<file path="src/rtl/dadj_pkg.sv">
package dadj_pkg;

  localparam int DIGIT_W = 4;
  localparam logic [DIGIT_W-1:0] DIGIT_MAX = 4'd9;
  localparam logic [DIGIT_W-1:0] DIGIT_FIX = 4'd6;

  typedef enum logic {
    DIR_ADD = 1'b0,
    DIR_SUB = 1'b1
  } adj_dir_e;

  typedef struct packed {
    logic carry;
    logic zero;
    logic sign;
    logic ovf;
  } adj_flags_t;

endpackage

</file>
<file path="src/rtl/dadj_detect.sv">
module dadj_detect
  import dadj_pkg::*;
#(
  parameter int DATA_W = 8
) (
  input  logic [DATA_W-1:0] acc,
  input  logic              carry_in,
  input  logic              half_in,
  input  adj_dir_e          dir,
  output logic              lo_fix,
  output logic              hi_fix,
  output logic              carry_next
);

  localparam int DIGITS = DATA_W / DIGIT_W;
  localparam logic [DATA_W-1:0] BCD_MAX = {DIGITS{DIGIT_MAX}};

  logic lo_big;
  logic whole_big;

  // Threshold tests use the raw byte, before any correction is applied
  assign lo_big    = acc[DIGIT_W-1:0] > DIGIT_MAX;
  assign whole_big = acc > BCD_MAX;

  always_comb begin
    case (dir)
      DIR_SUB: begin
        // Borrows alone decide; no digit can exceed 9 after a BCD subtract
        lo_fix     = half_in;
        hi_fix     = carry_in;
        carry_next = carry_in;
      end
      default: begin
        lo_fix     = lo_big | half_in;
        hi_fix     = whole_big | carry_in;
        carry_next = whole_big | carry_in;
      end
    endcase
  end

endmodule

</file>
<file path="src/rtl/dadj_apply.sv">
module dadj_apply
  import dadj_pkg::*;
#(
  parameter int DATA_W = 8
) (
  input  logic [DATA_W-1:0] acc,
  input  logic              lo_fix,
  input  logic              hi_fix,
  input  logic              carry_next,
  input  adj_dir_e          dir,
  output logic [DATA_W-1:0] res,
  output adj_flags_t        flags
);

  localparam int DIGITS = DATA_W / DIGIT_W;
  localparam int MSB    = DATA_W - 1;
  localparam logic [DATA_W-1:0] ONE = {{(DATA_W-1){1'b0}}, 1'b1};

  logic [DATA_W-1:0] corr;
  logic [DATA_W-1:0] addend;

  // Per-digit correction constant: lowest digit follows lo_fix,
  // top digit follows hi_fix, any digit between stays zero
  for (genvar g = 0; g < DIGITS; g++) begin : g_digit
    if (g == 0) begin : g_lo
      assign corr[g*DIGIT_W +: DIGIT_W] = lo_fix ? DIGIT_FIX : '0;
    end else if (g == DIGITS - 1) begin : g_hi
      assign corr[g*DIGIT_W +: DIGIT_W] = hi_fix ? DIGIT_FIX : '0;
    end else begin : g_mid
      assign corr[g*DIGIT_W +: DIGIT_W] = '0;
    end
  end

  // One adder serves both directions via two's-complement negation
  assign addend = (dir == DIR_SUB) ? (~corr + ONE) : corr;
  assign res    = acc + addend;

  always_comb begin
    flags.carry = carry_next;
    flags.zero  = (res == '0);
    flags.sign  = res[MSB];
    flags.ovf   = (acc[MSB] == addend[MSB]) && (res[MSB] != acc[MSB]);
  end

endmodule

</file>
<file path="src/rtl/dadj_unit.sv">
module dadj_unit
  import dadj_pkg::*;
#(
  parameter int DATA_W = 8,
  parameter bit IN_REG = 1'b0
) (
  input  logic              clk,
  input  logic              rst,
  input  logic              in_valid,
  input  logic [DATA_W-1:0] in_acc,
  input  logic              in_carry,
  input  logic              in_half,
  input  logic              in_dir_sub,
  output logic              out_valid,
  output logic [DATA_W-1:0] out_acc,
  output logic              out_carry,
  output logic              out_zero,
  output logic              out_sign,
  output logic              out_ovf
);

  logic              st_valid;
  logic [DATA_W-1:0] st_acc;
  logic              st_carry;
  logic              st_half;
  adj_dir_e          st_dir;

  if (IN_REG) begin : g_in_reg
    always_ff @(posedge clk) begin
      if (rst) begin
        st_valid <= 1'b0;
        st_acc   <= '0;
        st_carry <= 1'b0;
        st_half  <= 1'b0;
        st_dir   <= DIR_ADD;
      end else begin
        st_valid <= in_valid;
        if (in_valid) begin
          st_acc   <= in_acc;
          st_carry <= in_carry;
          st_half  <= in_half;
          st_dir   <= adj_dir_e'(in_dir_sub);
        end
      end
    end
  end else begin : g_in_pass
    assign st_valid = in_valid;
    assign st_acc   = in_acc;
    assign st_carry = in_carry;
    assign st_half  = in_half;
    assign st_dir   = adj_dir_e'(in_dir_sub);
  end

  logic              lo_fix;
  logic              hi_fix;
  logic              carry_next;
  logic [DATA_W-1:0] fixed;
  adj_flags_t        fixed_flags;

  dadj_detect #(.DATA_W(DATA_W)) detect_i (
    .acc        (st_acc),
    .carry_in   (st_carry),
    .half_in    (st_half),
    .dir        (st_dir),
    .lo_fix     (lo_fix),
    .hi_fix     (hi_fix),
    .carry_next (carry_next)
  );

  dadj_apply #(.DATA_W(DATA_W)) apply_i (
    .acc        (st_acc),
    .lo_fix     (lo_fix),
    .hi_fix     (hi_fix),
    .carry_next (carry_next),
    .dir        (st_dir),
    .res        (fixed),
    .flags      (fixed_flags)
  );

  adj_flags_t        flags_q;
  logic [DATA_W-1:0] acc_q;
  logic              valid_q;

  always_ff @(posedge clk) begin
    if (rst) begin
      valid_q <= 1'b0;
      acc_q   <= '0;
      flags_q <= '0;
    end else begin
      valid_q <= st_valid;
      if (st_valid) begin
        acc_q   <= fixed;
        flags_q <= fixed_flags;
      end
    end
  end

  assign out_valid = valid_q;
  assign out_acc   = acc_q;
  assign out_carry = flags_q.carry;
  assign out_zero  = flags_q.zero;
  assign out_sign  = flags_q.sign;
  assign out_ovf   = flags_q.ovf;

endmodule

</file>
<file path="config.mk">
export PLATFORM = sky130hd
export DESIGN_NAME = dadj_unit
export DESIGN_NICKNAME = d
export VERILOG_FILES = /design/src/rtl/dadj_pkg.sv /design/src/rtl/dadj_detect.sv /design/src/rtl/dadj_apply.sv /design/src/rtl/dadj_unit.sv
export SDC_FILE = /design/constraint.sdc
export NUM_CORES = 1
export LEC_CHECK = 0
export CAP_MARGIN = 20
export CELL_PAD_IN_SITES_DETAIL_PLACEMENT = 1
export CELL_PAD_IN_SITES_GLOBAL_PLACEMENT = 2
export CORE_MARGIN = 4
export CORE_UTILIZATION = 24
export DETAILED_ROUTE_END_ITERATION = 12
export PLACE_DENSITY_LB_ADDON = 0.1
export SETUP_SLACK_MARGIN = 0.4
export SYNTH_ARGS = -nofsm -noshare
export SYNTH_HDL_FRONTEND = slang
export SYNTH_HIERARCHICAL = 1
export SYNTH_SLANG_ARGS = --single-unit
</file>
<file path="constraint.sdc">
create_clock -name clk -period 3.15 [get_ports clk]
set_input_delay 0.63 -clock clk [delete_from_list [all_inputs] [get_ports clk]]
set_output_delay 0.63 -clock clk [all_outputs]
set_load 0.1 [all_outputs]
</file>
; ---- Yosys cells after proc, flatten, opt, wreduce, memory -nomap -nowiden
; Cells that the tools add are included.
; Widths: inputs -> output; s select.
[op_classes]
n_addsub = 2
multipliers = 0
n_div = 0
n_lt_le_gt_ge = 2
eq_ne = 2
n_shift = 0
n_mux = 5
bitwise = 3
reduce_logical = 2
[op_table]
columns = op, count
row1 = $add 8x1->8 const B, 1
row2 = $add 8x8->8, 1
row3 = $gt 8x8->1 const B, 1
row4 = $logic_not 8->1, 1
row5 = $mux 8, 1
row6 = $not 8->8, 1
row7 = $mux 3, 2
row8 = $gt 4x4->1 const B, 1
row9 = $mux 1, 2
row10 = $or 1x1->1, 2
row11 = $eq 1x1->1, 1
row12 = $logic_and 1x1->1, 1
row13 = $ne 1x1->1, 1
[word_totals]
reg_bits = 13
latch_bits = 0
ram_bits = 0
rom_bits = 0
out_inout_bits = 13
wordCells = 22
memories = 0

; ---- Depth between registers and ports, before layout
; Gate-level depths: netlist (run 1).
[logic_depth]
word_depth = 10
ltp_mapped = 15

; ---- Hierarchy
; Netlist (run 1), hierarchy kept.
[by_module_without_submodules]
columns = mod, n_inst, cells_per_inst, area_each_um2, seq_area_each_um2
row1 = dadj_unit, 1, 41, 467.9, 260.2
row2 = dadj_apply, 1, 58, 421.7, 0.0
row3 = dadj_detect, 1, 7, 46.3, 0.0

; ---- Worst setup path after synthesis (run 1)
; Ideal clock, no wire load.
[synth_timing]
kind = input-to-reg
start = in in_acc[2]
end = reg flags_q (netlist bit out_zero)
setup_time_ns = 0.067
arrival_time_ns = 2.949
required_ns = 3.083
setup_slack_ns = 0.133
path_stages = 15
path_buffers = 1
path_cell_list = nor2_1 nor3b_1 a311o_1 buf_4 inv_1 ha_1 nand2_1 nand2_1 ha_1 nor3_1 a311oi_4 xnor2_1 nor4_2 mux2i_1 nor2_1
[synth_lines]
columns = element, line_no
row1 = start: declaration, dadj_unit.sv:10  ; input logic [DATA_W-1:0] in_acc,
row2 = end signal: assignment, dadj_unit.sv:93  ; flags_q <= fixed_flags;
row3 = end: declaration, dadj_unit.sv:80  ; adj_flags_t flags_q;

==> impl_metrics.ini, run 1 <==
[floorplanning]
ioPinCount = 27
die_x_um = 70.4
die_h_um = 70.4
start_util_pct = 25.2
dieArea_um2 = 4960
core.rowCount = 22
core-area_um2 = 3720

[pwr]
powerDensity_nw_per_um2 = 457
comb_power_share_pct = 51.3
seqPwrFrac_pct = 27.3
clock_power_share_pct = 21.3
p_int_w = 0.000405
irDropWorstVdd_mv = 0.234
sw_frac_of_total_pct = 40.9
power.net_switching_w = 0.000281
p_leak_nw = 0.679

[place]
io_buffers = 26
gp_congestion = 0.677
place_ws_ns = -0.455
hpwl_mm = 1.96
placedCellCount = 190

[global_routing]
use_met3_pct = 4.03
overflow = 0
grt.total_usage_pct = 10.6
busiest_layer = met2
met1_usage_pct = 12.8
grt_pass1_wl_mm = 4.27
use_met2_pct = 18.1
antenna_found_initial = 0
grt_pass1_vias = 926
grt_max_degree = 14

[detailed_routing]
wl_per_cell_um = 12.2
drtIter0Drc = 10
viasPerCell = 4.41
routed_wl_mm = 2.44
first_pass_iters = 3
vias = 882
drcViolationCount = 0
ant_nets = 0

[synthesis]
synth_edf_count = 0
syn_nets = 127
synth-main-ff-cell = dfxtp_1
synthArstFlopShare_pct = 0
synthTopCellsByArea = dfxtp_1 (28%), mux2i_1 (13%), ha_1 (8.0%)
avgSynthCellArea_um2 = 8.83
ys_seq_elements = 13
yosys.area.top_type = dfxtp_1
yosys_warnings = 6
ys_seq_area_share_pct = 27.8
syn_inst = 106
syn_area_um2 = 936
synth_cell_types = 31
yosysTopAreaCellShare_pct = 27.8

[timing]
worst_pin_slew_ns = 0.744
hold_ws_ns = 0.495
finalWorstSetupSlack_ns = 0.260
finalClockSkew_ns = 0
fmax_mhz = 346
final_hold_viol_count = 0
min_period_ns = 2.89
maxSlewViolCount = 0
setup_viol = 0
rsz0062_at_grt = yes
fin_crit_sh_pct = 91.7
max_slew_margin_pct = 50.2

[critical_path]
cp-end-kind = flip-flop
path_max_fanout = 4
critical_path_class = in2reg
critical_path.slowest_cell = or3_1
start_kind = input pin
arrival_ns = 3.06
path_cells = buf_6 > nor2_4 > nor3b_4 > buf_4 > a311o_1 > inv_2 > ha_4 > nand2_2 > nand2_2 > ha_4 > o21ai_2 > a2bb2oi_2 > or3_1 > nor4_2 > mux2i_1 > nor2_1
worst_ep_required_time_ns = 3.32
cp_slowest_stage_delay_ns = 0.38

[final_layout]
ff_latch_area_um2 = 260
num-fill-cells = 442
fin_nets = 174
layout.cells.non_filler = 200
multi_input_area_um2 = 717
antennaDiodeCount = 0
areaGrowthSynthToFinish_pct = 60.6
drive_above_1_share_pct = 49.3

[clock_network]
cts-root-buf = clkbuf_8
clock_path_buffers = 2
clock-sinks = 13
clk_pin_slew_ns = 0.06
htree_levels = 1
cts_buffers = 3
cts_tree = yes
hold_buffers = 0
worstSkewPairLatency_ns = 0.24

[worst_hold_path]
hp-class = reg2reg

[flow_run]
cap_viol_max_count = 0

[status]
status = finished, final reports clean
## path summary, 6_finish.rpt
path                                  from         end  slack (ns)  cells past startpoint
worst max-delay path             in_acc[1]    out_zero        0.26                     16
worst min-delay path              out_sign    out_sign        0.50                      2
worst max register to register  out_acc[7]  out_acc[7]        2.51                      2
worst min register to register    out_sign    out_sign        0.50                      2
## metal layers
| metal | routed length, um | part of all wire, % |
|---|---|---|
| met1 | 1090 | 45 |
| met2 | 1170 | 48 |
| met3 | 147 | 6.0 |
| met4 | 28 | 1.1 |
| met5 | 0 | 0 |
## state kept, by name, summed over array words and instances (netlist names)
name	count
out_acc	8
out_carry	1
out_ovf	1
out_sign	1
out_valid	1
out_zero	1
## cell usage after synthesis, drive strengths merged (3+ instances only)
cell	count
nor2b	3
inv	6
xnor2	4
buf	8
a21oi	4
dfxtp	13
o21ai	5
nor2	17
nand2	7
mux2i	12
ha	6
nand2b	4
## worst max-delay path: cells and delay by family
| family | cells | cell delay (ns) |
|---|---|---|
| AO/OA/AOI/OAI | 3 | 0.49 |
| adder cells (fa/ha/maj) | 2 | 0.48 |
| buffers and inverters | 3 | 0.32 |
| multiplexers | 1 | 0.10 |
| AND/OR/NAND/NOR | 7 | 1.04 |
## placed cells by master, fill, tap and decap left out, types with 2 or more instances in the layout
master,instances
clkdlybuf4s50_1,3
nand2b_1,4
a21oi_1,3
o21ai_0,2
buf_6,4
xor2_1,2
or3_1,2
dlygate4sd2_1,2
buf_4,36
dfxtp_1,13
clkbuf_2,3
nand2_1,3
nor2b_1,2
nor2_2,2
inv_1,3
nand2_2,4
mux2i_1,12
clkbuf_8,3
inv_2,2
o21ai_2,2
xnor2_1,3
nor2_1,14
ha_4,5
## per-stage QoR
stage	power, W	utilization [%]	TNS [ns]	area, um2
2_1_floorplan	0.000431	-	0	1010
3_3_place_gp	0.000512	36.6	-1.12	1360
3_5_place_dp	0.000516	36.6	-1.62	1360
4_1_cts	0.000683	39.4	0	1460
5_1_grt	0.000729	40.4	0	1500
6_report	0.000687	40.4	0	1500
## kinds of logic (layout without fill, tap and decap cells)
family,Yosys count,in the layout,share of synthesized area [%]
and+or+nand+nor,40,40,21.3
AOI/OAI and AO/OA,14,14,11.6
buffers and inverters,14,60,10.7
DFF,13,13,27.8
muxes,12,12,12.8
adders and majority gates,7,7,10.2
xor gates and xnor gates,6,6,5.61
## layout make-up
type,count,share of cell area (%)
timing repair buffer,50,26.3
sequential,13,17.3
tap,48,4.00
inverter,6,1.67
multi-input combinational,79,47.7
clock buffer,4,3.00
## power groups by stage
stage | logic [W] | registers (W) | clock network, W
after floorplan | 0.000130 | 0.000301 | 0
after global placement | 0.000321 | 0.000190 | 0
after detailed placement | 0.000325 | 0.000191 | 0
after CTS | 0.000343 | 0.000188 | 0.000152
after global routing | 0.000377 | 0.000190 | 0.000162
final | 0.000352 | 0.000188 | 0.000146
## what timing repair did
item | in CTS | in global routing
setup buffers | 4 | 2
endpoints found under the hold margin | 0 | 0
gates resized for setup | 37 | 14
endpoints found under the setup margin | 8 | 4
pin swaps | 12 | 11
Note: power is estimated with default switching activity, not from simulation.
==> run 2, diff against run 1 <==
CAP_MARGIN = unset   (was 20)
==> results of run 2 <==
No change in the layout: final DEF, timing and power equal those of run 1.
